===== config.mk =====
export PLATFORM = sky130hd
export DESIGN_NAME = cfg_loader
export DESIGN_NICKNAME = d
export VERILOG_FILES = /design/src/rtl/cfg_loader_pkg.sv /design/src/rtl/cfg_spi_front.sv /design/src/rtl/cfg_word_asm.sv /design/src/rtl/cfg_load_fsm.sv /design/src/rtl/cfg_loader.sv
export SDC_FILE = /design/constraint.sdc
export NUM_CORES = 1
export LEC_CHECK = 0
export ABC_CLOCK_PERIOD_IN_PS = 2000
export BUFFER_PORTS_ARGS = -buffer_cell sky130_fd_sc_hd__buf_2
export CORE_MARGIN = 5
export CORE_UTILIZATION = 25
export CTS_CLUSTER_SIZE = 28
export DETAILED_ROUTE_END_ITERATION = 10
export GPL_TIMING_DRIVEN = 0
export PLACE_DENSITY = 0.39
export SYNTH_ARGS = -nofsm -noshare
export SYNTH_HDL_FRONTEND = slang
export SYNTH_SLANG_ARGS = --single-unit

===== constraint.sdc =====
create_clock -name clk_i -period 2 [get_ports clk_i]
set_clock_uncertainty 0.1 [all_clocks]
set_input_delay 0.2 -clock clk_i [delete_from_list [all_inputs] [get_ports clk_i]]
set_output_delay 0.2 -clock clk_i [all_outputs]
set_load 0.02 [all_outputs]

===== src/rtl/cfg_loader_pkg.sv =====
package cfg_loader_pkg;
  typedef enum logic [2:0] {
    ST_HUNT   = 3'd0,
    ST_LOAD   = 3'd1,
    ST_DONE   = 3'd2,
    ST_STROBE = 3'd3,
    ST_FAULT  = 3'd4
  } ld_state_e;

  function automatic int unsigned ns_to_cycles(input int unsigned clk_hz, input int unsigned ns);
    return ((clk_hz / 1_000_000) * ns) / 1000;
  endfunction
endpackage


===== src/rtl/cfg_spi_front.sv =====
module cfg_spi_front #(
  parameter int unsigned SYNC_STAGES = 2
) (
  input  logic clk_i,
  input  logic rst_ni,
  input  logic sck_i,
  input  logic cs_ni,
  input  logic sdi_i,
  output logic bit_vld_o,
  output logic bit_o,
  output logic sel_o
);
  logic [SYNC_STAGES:0]   sck_q;
  logic [SYNC_STAGES-1:0] sdi_q;
  logic [SYNC_STAGES-1:0] cs_q;

  always_ff @(posedge clk_i or negedge rst_ni) begin
    if (!rst_ni) begin
      sck_q <= '0;
      sdi_q <= '0;
      cs_q  <= '1;
    end else begin
      sck_q <= {sck_q[SYNC_STAGES-1:0], sck_i};
      sdi_q <= {sdi_q[SYNC_STAGES-2:0], sdi_i};
      cs_q  <= {cs_q[SYNC_STAGES-2:0], cs_ni};
    end
  end

  assign sel_o     = ~cs_q[SYNC_STAGES-1];
  assign bit_o     = sdi_q[SYNC_STAGES-1];
  assign bit_vld_o = sck_q[SYNC_STAGES-1] & ~sck_q[SYNC_STAGES] & sel_o;

  // sck must be at least 4x slower than clk: a rising edge is never seen twice in a row
  assert_single_edge_R2: assert property (@(posedge clk_i) disable iff (!rst_ni)
    bit_vld_o |=> !bit_vld_o);
  // no sample while deselected
  assert_no_bit_unselected_R10: assert property (@(posedge clk_i) disable iff (!rst_ni)
    !sel_o |-> !bit_vld_o);
endmodule


===== src/rtl/cfg_word_asm.sv =====
module cfg_word_asm #(
  parameter int unsigned     WORD_W    = 32,
  parameter logic [WORD_W-1:0] SYNC_WORD = 32'hA5C3_5A3C
) (
  input  logic              clk_i,
  input  logic              rst_ni,
  input  logic              bit_vld_i,
  input  logic              bit_i,
  input  logic              sel_i,
  input  logic              hunt_i,
  input  logic              load_i,
  output logic              sync_hit_o,
  output logic              word_vld_o,
  output logic [WORD_W-1:0] word_o
);
  localparam int unsigned CNT_W  = $clog2(WORD_W);
  localparam int unsigned FILL_W = $clog2(WORD_W + 1);
  localparam logic [CNT_W-1:0]  LAST_BIT = CNT_W'(WORD_W - 1);
  localparam logic [FILL_W-1:0] FILL_MAX = FILL_W'(WORD_W);
  localparam logic [FILL_W-1:0] FILL_ARM = FILL_W'(WORD_W - 1);

  logic [WORD_W-1:0] win_q, word_q;
  logic [WORD_W-1:0] win_nxt;
  logic [FILL_W-1:0] fill_q;
  logic [CNT_W-1:0]  cnt_q;
  logic              vld_q;

  assign win_nxt = {win_q[WORD_W-2:0], bit_i};

  // window search
  always_ff @(posedge clk_i or negedge rst_ni) begin
    if (!rst_ni) begin
      win_q  <= '0;
      fill_q <= '0;
    end else if (!sel_i || !hunt_i) begin
      win_q  <= '0;
      fill_q <= '0;
    end else if (bit_vld_i) begin
      win_q  <= win_nxt;
      if (fill_q != FILL_MAX) fill_q <= fill_q + 1'b1;
    end
  end

  assign sync_hit_o = bit_vld_i & sel_i & hunt_i & (fill_q >= FILL_ARM) & (win_nxt == SYNC_WORD);

  // word packing
  always_ff @(posedge clk_i or negedge rst_ni) begin
    if (!rst_ni) begin
      word_q <= '0;
      cnt_q  <= '0;
      vld_q  <= 1'b0;
    end else begin
      vld_q <= 1'b0;
      if (!sel_i || !load_i) begin
        cnt_q <= '0;
      end else if (bit_vld_i) begin
        word_q <= {word_q[WORD_W-2:0], bit_i};
        if (cnt_q == LAST_BIT) begin
          cnt_q <= '0;
          vld_q <= 1'b1;
        end else begin
          cnt_q <= cnt_q + 1'b1;
        end
      end
    end
  end

  assign word_vld_o = vld_q;
  assign word_o     = word_q;

  assert_word_after_sync_R3: assert property (@(posedge clk_i) disable iff (!rst_ni)
    word_vld_o |-> $past(load_i));
  assert_hit_only_hunting_R9: assert property (@(posedge clk_i) disable iff (!rst_ni)
    sync_hit_o |-> hunt_i && !load_i);
endmodule


===== src/rtl/cfg_load_fsm.sv =====
module cfg_load_fsm
  import cfg_loader_pkg::*;
#(
  parameter int unsigned WORD_W      = 32,
  parameter int unsigned NUM_WORDS   = 4,
  parameter int unsigned ADDR_W      = 2,
  parameter int unsigned TIMEOUT_CYC = 64,
  parameter int unsigned PULSE_CYC   = 300
) (
  input  logic              clk_i,
  input  logic              rst_ni,
  input  logic              sel_i,
  input  logic              sync_hit_i,
  input  logic              word_vld_i,
  input  logic [WORD_W-1:0] word_i,
  input  logic              mem_ready_i,
  output logic              hunt_o,
  output logic              load_o,
  output logic              mem_we_o,
  output logic [ADDR_W-1:0] mem_addr_o,
  output logic [WORD_W-1:0] mem_wdata_o,
  output logic              status_o,
  output logic              done_o
);
  localparam int unsigned CNT_W   = $clog2(NUM_WORDS + 1);
  localparam int unsigned WAIT_W  = $clog2(TIMEOUT_CYC + 1);
  localparam int unsigned PULSE_W = $clog2(PULSE_CYC + 1);
  localparam logic [CNT_W-1:0]   LAST_WORD  = CNT_W'(NUM_WORDS - 1);
  localparam logic [WAIT_W-1:0]  WAIT_LAST  = WAIT_W'(TIMEOUT_CYC - 1);
  localparam logic [PULSE_W-1:0] PULSE_LAST = PULSE_W'(PULSE_CYC - 1);

  ld_state_e          state_q;
  logic               we_q, status_q;
  logic [CNT_W-1:0]   cnt_q;
  logic [WAIT_W-1:0]  wait_q;
  logic [PULSE_W-1:0] pulse_q;
  logic [WORD_W-1:0]  wdata_q;

  always_ff @(posedge clk_i or negedge rst_ni) begin
    if (!rst_ni) begin
      state_q  <= ST_HUNT;
      we_q     <= 1'b0;
      status_q <= 1'b1;
      cnt_q    <= '0;
      wait_q   <= '0;
      pulse_q  <= '0;
      wdata_q  <= '0;
    end else begin
      unique case (state_q)
        ST_HUNT: begin
          if (sync_hit_i) begin
            state_q <= ST_LOAD;
            cnt_q   <= '0;
          end
        end
        ST_LOAD: begin
          if (word_vld_i) begin
            we_q    <= 1'b1;
            wdata_q <= word_i;
            wait_q  <= '0;
          end else if (we_q) begin
            if (mem_ready_i) begin
              we_q  <= 1'b0;
              cnt_q <= cnt_q + 1'b1;
              if (cnt_q == LAST_WORD) state_q <= ST_DONE;
            end else if (wait_q == WAIT_LAST) begin
              we_q     <= 1'b0;
              status_q <= 1'b0;
              state_q  <= ST_FAULT;
            end else begin
              wait_q <= wait_q + 1'b1;
            end
          end else if (!sel_i) begin
            // short bitstream: fixed-width strobe
            status_q <= 1'b0;
            pulse_q  <= '0;
            state_q  <= ST_STROBE;
          end
        end
        ST_STROBE: begin
          if (pulse_q == PULSE_LAST) begin
            status_q <= 1'b1;
            state_q  <= ST_HUNT;
          end else begin
            pulse_q <= pulse_q + 1'b1;
          end
        end
        ST_DONE:  ;
        ST_FAULT: ;
        default:  state_q <= ST_HUNT;
      endcase
    end
  end

  assign hunt_o      = (state_q == ST_HUNT);
  assign load_o      = (state_q == ST_LOAD);
  assign mem_we_o    = we_q;
  assign mem_addr_o  = cnt_q[ADDR_W-1:0];
  assign mem_wdata_o = wdata_q;
  assign status_o    = status_q;
  assign done_o      = (state_q == ST_DONE);

  assert_hold_R5: assert property (@(posedge clk_i) disable iff (!rst_ni)
    (we_q && !mem_ready_i && wait_q != WAIT_LAST) |=> we_q && $stable(mem_addr_o) && $stable(mem_wdata_o));
  assert_addr_range_R5: assert property (@(posedge clk_i) disable iff (!rst_ni)
    we_q |-> cnt_q < CNT_W'(NUM_WORDS));
  assert_no_overrun_R5: assert property (@(posedge clk_i) disable iff (!rst_ni)
    word_vld_i |-> !we_q);
  assert_done_sticky_R6: assert property (@(posedge clk_i) disable iff (!rst_ni)
    done_o |=> done_o && status_o && !mem_we_o);
  assert_strobe_end_R7: assert property (@(posedge clk_i) disable iff (!rst_ni)
    (state_q == ST_STROBE && pulse_q == PULSE_LAST) |=> state_q == ST_HUNT && status_o);
  assert_strobe_low_R7: assert property (@(posedge clk_i) disable iff (!rst_ni)
    state_q == ST_STROBE |-> !status_o && !done_o);
  assert_fault_sticky_R8: assert property (@(posedge clk_i) disable iff (!rst_ni)
    state_q == ST_FAULT |=> state_q == ST_FAULT && !status_o && !mem_we_o);
  assert_write_in_load_R9: assert property (@(posedge clk_i) disable iff (!rst_ni)
    mem_we_o |-> state_q == ST_LOAD);
endmodule


===== src/rtl/cfg_loader.sv =====
module cfg_loader
  import cfg_loader_pkg::*;
#(
  parameter int unsigned       CLK_HZ      = 200_000_000,
  parameter int unsigned       PULSE_NS    = 1500,
  parameter int unsigned       WORD_W      = 32,
  parameter logic [WORD_W-1:0] SYNC_WORD   = 32'hA5C3_5A3C,
  parameter int unsigned       NUM_WORDS   = 4,
  parameter int unsigned       TIMEOUT_CYC = 64,
  parameter int unsigned       SYNC_STAGES = 2,
  localparam int unsigned      ADDR_W      = (NUM_WORDS > 1) ? $clog2(NUM_WORDS) : 1
) (
  input  logic              clk_i,
  input  logic              rst_ni,
  input  logic              sck_i,
  input  logic              cs_ni,
  input  logic              sdi_i,
  output logic              mem_we_o,
  output logic [ADDR_W-1:0] mem_addr_o,
  output logic [WORD_W-1:0] mem_wdata_o,
  input  logic              mem_ready_i,
  output logic              status_o,
  output logic              done_o
);
  localparam int unsigned PULSE_CYC = ns_to_cycles(CLK_HZ, PULSE_NS);

  logic              bit_vld, bit_val, sel;
  logic              hunt, load, sync_hit, word_vld;
  logic [WORD_W-1:0] word;

  cfg_spi_front #(.SYNC_STAGES(SYNC_STAGES)) u_front (
    .clk_i, .rst_ni, .sck_i, .cs_ni, .sdi_i,
    .bit_vld_o(bit_vld), .bit_o(bit_val), .sel_o(sel)
  );

  cfg_word_asm #(.WORD_W(WORD_W), .SYNC_WORD(SYNC_WORD)) u_asm (
    .clk_i, .rst_ni,
    .bit_vld_i(bit_vld), .bit_i(bit_val), .sel_i(sel),
    .hunt_i(hunt), .load_i(load),
    .sync_hit_o(sync_hit), .word_vld_o(word_vld), .word_o(word)
  );

  cfg_load_fsm #(
    .WORD_W(WORD_W), .NUM_WORDS(NUM_WORDS), .ADDR_W(ADDR_W),
    .TIMEOUT_CYC(TIMEOUT_CYC), .PULSE_CYC(PULSE_CYC)
  ) u_fsm (
    .clk_i, .rst_ni, .sel_i(sel),
    .sync_hit_i(sync_hit), .word_vld_i(word_vld), .word_i(word),
    .mem_ready_i, .hunt_o(hunt), .load_o(load),
    .mem_we_o, .mem_addr_o, .mem_wdata_o, .status_o, .done_o
  );

  assert_reset_idle_R1: assert property (@(posedge clk_i) !rst_ni |=> status_o && !done_o && !mem_we_o);
endmodule


# Word level (Yosys, flattened, before mapping)
# Cells that the tools add are included.
dict set report totals {
  regBits 138
  latch_bits 0
  ram_bits 0
  mem_bits_ro 0
  inputBits 6
  output_inout_bits 37
  elab_cells 121
  mem_count 0
}
dict set report op_classes {
  n_addsub 5
  n_mul 0
  n_div 0
  n_lt_le_gt_ge 1
  n_eq_ne 25
  shift 0
  muxes 45
  n_bitwise 10
  reduce_logical 20
}
# cell n
set ops {}
lappend ops {{2-to-1 mux 31 bit} 2}
lappend ops {{2-to-1 mux 3 bit} 12}
lappend ops {{2-to-1 mux 9 bit} 4}
lappend ops {{== test 32 bit, second input constant} 1}
lappend ops {{2-to-1 mux 7 bit} 4}
lappend ops {{2-to-1 mux 6 bit} 3}
lappend ops {{one-hot mux 9 bit (2 select lines)} 1}
lappend ops {{2-to-1 mux 5 bit} 3}
lappend ops {{!= test 2 bit, second input constant} 7}
lappend ops {{2-to-1 mux 1 bit} 13}
lappend ops {{one-hot mux 3 bit (4 select lines)} 1}
lappend ops {{nonzero test 2 bit} 6}
lappend ops {{AND reduction 5 bit} 2}
lappend ops {{adder 9 x 1 -> 9 bit, second input constant} 1}
lappend ops {{== test 3 x 2 -> 1 bit, second input constant} 3}
lappend ops {{== test 9 bit, second input constant} 1}
lappend ops {{!= test 4 bit, second input constant} 2}
lappend ops {{adder 7 x 1 -> 7 bit, second input constant} 1}
lappend ops {{== test 7 x 6 -> 1 bit, second input constant} 1}
lappend ops {{AND reduction 7 bit} 1}
lappend ops {{adder 6 x 1 -> 6 bit, second input constant} 1}
lappend ops {{AND 1 bit} 6}
lappend ops {{>= comparator 6 x 5 -> 1 bit, second input constant} 1}
lappend ops {{!= test 2 x 1 -> 1 bit, second input constant} 3}
lappend ops {{18 further kinds} 26}

# Longest topological paths before layout
dict set report logic_depth {
  ltp_word 9
  ltp_mapped 7
  mapped_depth_nobuf 6
}

# By module
# A second synthesis with hierarchy kept.
dict set report unflattened {
  cells_unflattened 534
  hier_area_um2 5964.5
}
# mod n_inst cells_per_inst area_each_um2 seq_area_each_um2
set by_module_without_submodules {}
lappend by_module_without_submodules {cfg_word_asm 1 248 3160.5 1876.8}
lappend by_module_without_submodules {cfg_load_fsm 1 277 2610.0 1402.6}
lappend by_module_without_submodules {cfg_spi_front 1 9 193.9 177.7}

# Worst setup path before layout
# No wires, ideal clock.
dict set report synth_timing {
  path_type {register to register}
  start {register u_fsm.state_q[2]}
  end {register u_fsm.state_q[1]}
  setup_time_ns 0.125
  arrival_ns 1.757
  required_time_ns 1.775
  slack_ns 0.019
  stages_incl_launch_ff 6
  path_buffers 1
  period_less_slack_ns 1.981
  path_cell_list {dfrtp_1 -> clkbuf_1 -> nor3b_1 -> a211oi_1 -> nand2_1 -> mux2_2}
}
dict set report synth_between {
  elab_cells_between_ends 18
  classes_between {10 x eq/ne; 1 x mux; 4 x bitwise; 3 x reduce/logical}
}
# element line_no
set synth_lines {}
lappend synth_lines {{from (decl)} cfg_load_fsm.sv:32} ;# ld_state_e state_q;
lappend synth_lines {{from (signal assigned)} cfg_load_fsm.sv:41} ;# state_q <= ST_HUNT;
lappend synth_lines {{from (signal assigned)} cfg_load_fsm.sv:52} ;# state_q <= ST_LOAD;
lappend synth_lines {{from (signal assigned)} cfg_load_fsm.sv:65} ;# if (cnt_q == LAST_WORD) state_q <= ST_DONE;
lappend synth_lines {{== test 3 x 2 -> 1 bit *} -}
lappend synth_lines {{named net done_o} cfg_loader.sv:23} ;# output logic done_o
lappend synth_lines {{OR reduction 2 bit (no line) *} -}
lappend synth_lines {{NOT 1 bit (no line)} -}
lappend synth_lines {{AND reduction 7 bit (no line)} -}
# Mark *: on every way through the listed nets, which the timed path passes. The rest lies on a longest branch.
# A chain may end at the register's enable or synchronous reset.

# Worst setup path after layout
dict set report layout_timing {
  start {register u_fsm.state_q[1]}
  end {register u_asm.word_q[17], in the netlist u_asm.word_o[17]}
}
dict set report layout_between {
  elab_chain_cells 5
}
# element line_no
set layout_lines {}
lappend layout_lines {{== test 3 x 1 -> 1 bit} cfg_load_fsm.sv:96} ;# assign load_o = (state_q == ST_LOAD);
lappend layout_lines {{zero test 1 bit} cfg_word_asm.sv:54} ;# if (!sel_i || !load_i) begin
lappend layout_lines {{logical OR 1 bit} cfg_word_asm.sv:54}
lappend layout_lines {{NOT 1 bit (no line)} -}
lappend layout_lines {{AND reduction 2 bit (no line)} -}
lappend layout_lines {{to (signal assigned)} cfg_word_asm.sv:57} ;# word_q <= {word_q[WORD_W-2:0], bit_i};
lappend layout_lines {{to (decl)} cfg_word_asm.sv:22} ;# logic [WORD_W-1:0] win_q, word_q;
# No other way between the ends.

==> results by group <==
Status
  • Status: complete, no violations

Synth
  • Syn Std Cell Area: 6050 um2
  • Post-synth ARST share: 100%
  • Post-synth top flop: dfrtp_1
  • Synth area leaders: dfrtp_1 (56%), nand2_1 (11%), mux2_4 (7.2%)
  • Post-synth EDFFs: 0
  • Cell taking the most area after synthesis: dfrtp_1
  • Syn. warnings: 0
  • Syn Nets: 596
  • Library cells used by synthesis: 56
  • Synthesized area per cell: 10.4 um2
  • Cell count after synthesis: 582
  • Post-synthesis register bit count: 138
  • Share of the synthesized area in the top cell type: 55.8%
  • Register area share after synthesis: 57.1%

STA
  • Max Clk Rate: 505 MHz
  • Hold Vio Cnt, Final: 0
  • Setup WS post-layout: 0.0198 ns
  • Slew Limit Fails: 0
  • Slew at the pin closest to its max-slew limit: 0.605 ns
  • Finish-stage setup viols: 0
  • Setup TNS: 0 ns
  • Hold_ws: 0.158 ns
  • Fin crit period: 1.98 ns
  • Unrepaired setup endpoints after global routing: yes
  • Period utilization: 99.0%
  • Relative slew slack: 59.7%

Cells and area
  • Sequential cell area: 3460 um2
  • Area growth from synthesis to layout: 25.1%
  • Layout cells sized above 1: 22.8%
  • Nets: 667
  • Final Instance Count excl. Fillers: 990
  • Area of the multi-input gates: 2470 um2
  • # diodes: 0
  • Fill cell count: 2531

Floorplan
  • Die width: 166 um
  • Rows: 57
  • Die height: 166 um
  • Core Box Area: 24100 um2
  • IO Count: 43
  • Initial core utilization: 25.1%
  • Die area: 27400 um2

Clocking
  • Clock Path Buffers: 2
  • Cell chosen for the clock root: clkbuf_16
  • Worst-path clk slew: 0.06 ns
  • H-tree Lvls: 4
  • Clock latency on the worst-skew pair: 0.42 ns
  • CTS tree: done
  • Num CTS Buffers: 17
  • Clock tree sinks: 138

Setup path
  • Crit start category: flip-flop
  • Worst path max stage delay: 0.57 ns
  • Crit Path Category: reg -> reg
  • Crit path DAT: 2.18 ns
  • Slowest-stage cell, CP: or4b_4
  • Critical Path End Type: flip-flop
  • Critical-path maximum fanout: 6
  • Critical Path RT: 2.20 ns
  • Critical Path, Cell by Cell: or4b_4 -> nand2b_4 -> clkbuf_16 -> mux2_4
  • CP Buf/Inv Count: 1
  • CP top delay family: simple AND/OR/NAND/NOR gates

Place
  • Final Wtd Congestion: 0.747
  • DP Worst Slack: -0.308 ns
  • Cells after DPL: 949
  • Hpwl dp: 8860 um
  • Port Buffers: 42

Drt
  • ANT nets after route: 0
  • Via Count: 4315
  • Initial DRC count: 233
  • Wire length per cell: 13.5 um
  • WL final: 13400 um
  • Drc violations: 0
  • Pre-antenna DRT Iters: 4
  • Drt via density: 4.36

GRT
  • GRT met1 Usage: 12.9%
  • Initial antenna violation count: 0
  • First-pass GRT wire length: 22700 um
  • Most Crowded Layer GR: met2
  • Number of global-route vias before repair: 4416
  • Gr usage total: 9.89%
  • Met2 Use GR: 16.2%
  • Largest net degree at the start of global routing: 78
  • Congestion Overflow GR: 0
  • Met3 usage: 2.31%

Power
  • Peak VDD IR: 0.000504 V
  • Power Dens Cells: 839 nW/um2
  • Leakage: 3.71 nW

Flow run
  • Max cap viols: 0

Min path
  • Worst hold-check path type: in -> reg
Yosys cell counts (all sizes together) (8+ instances only):
cell / number
or3: 9
nor2: 14
clkbuf: 25
nand3: 12
o21ai: 10
mux2: 33
dfrtp: 135
ha: 8
a21oi: 43
nand4: 10
buf: 9
nand2: 181
report_power, final:
group	switching, mW	internal [mW]	leakage (nW)
logic	0.108	0.0317	1.52
registers	0.00843	2.80	1.89
clock network	1.26	2.14	0.306
total	1.38	4.97	3.71
worst register-to-register path, delay by kind of cell (launching register included):
kind          cells  cell delay (ns)
simple gates      2             0.82
flops             1             0.44
buf+inv           1             0.21
mux               1             0.29
per-layer routing:
| metal | wire length, um | share of wire (%) |
|---|---|---|
| met4 | 150 | 1.1 |
| met1 | 6460 | 48 |
| met3 | 333 | 2.5 |
| met5 | 0 | 0 |
| met2 | 6460 | 48 |
sequential cells by signal, summed over array words and instances (netlist names), 3 cells and up:
name,flops
u_fsm.cnt_q,3
u_fsm.wait_q,7
u_asm.word_o,32
u_asm.fill_q,6
u_asm.win_q,31
u_fsm.state_q,3
u_fsm.mem_wdata_o,32
u_front.sck_q,3
u_fsm.pulse_q,9
u_asm.cnt_q,5
cell families after synthesis:
logic type               Yosys count  synth area share (%)
flip-flops                       138                  57.1
buffers and inverters             41                  3.20
multiplexers                      37                  8.60
AND/OR/NAND/NOR                  273                  20.8
AO/OA/AOI/OAI                     80                  7.88
adder cells (fa/ha/maj)            8                  1.65
XOR/XNOR                           5                 0.723
area by class of cell:
cell class	count	area share, %
Buffer	30	2.53
Clock buffer	19	5.85
Clock inverter	13	2.53
Inverter	7	0.347
Multi-Input combinational cell	403	32.6
Sequential cell	138	45.7
Tap cell	324	5.35
Timing Repair Buffer	56	5.14
final timing paths:
kind / cells past startpoint / slack [ns] / endpoint / start
min in group asynchronous: 2 / 0.24 / u_fsm.mem_wdata_o[20] / rst_ni
setup / recovery: 4 / 0.02 / u_asm.word_o[17] / u_fsm.state_q[1]
max in group asynchronous: 3 / 0.72 / u_front.cs_q[0] / rst_ni
hold reg to reg: 0 / 0.25 / u_front.sck_q[1] / u_front.sck_q[0]
hold / removal: 4 / 0.16 / u_fsm.wait_q[6] / mem_ready_i
setup reg to reg: 4 / 0.02 / u_asm.word_o[17] / u_fsm.state_q[1]
timing repair:
item / in CTS / in global routing
pin swaps: 2 / 1
hold endpoints to repair: 63 / 0
setup buffers: 6 / 1
endpoints found under the setup margin: 101 / 111
hold buffers: 4 / 0
gates resized for setup: 23 / 24
gates cloned: 1 / 1
layout by cell type, fill, tap and decap left out, types with 5 or more instances in the layout:
cell	n
nor2_1	14
buf_2	41
or3_1	8
dfrtp_1	134
buf_4	9
nand4_1	10
o211ai_1	5
nand2_1	181
a21oi_1	43
inv_1	7
clkbuf_2	12
ha_1	8
clkbuf_16	18
mux2_4	29
o21ai_0	10
nor3_1	5
nand2b_1	5
nand3_1	11
clkbuf_1	11
nor2b_1	5
per-stage QoR:
step                      util [%]  total power, mW  area, um2
after floorplan                  -             2.91       6050
after global placement        27.7             2.99       6670
after detailed placement      27.8             3.00       6700
after CTS                     31.2             6.47       7510
after global routing          31.4             6.60       7570
final                         31.4             6.35       7570
Note: power is estimated with default switching activity, not from simulation.
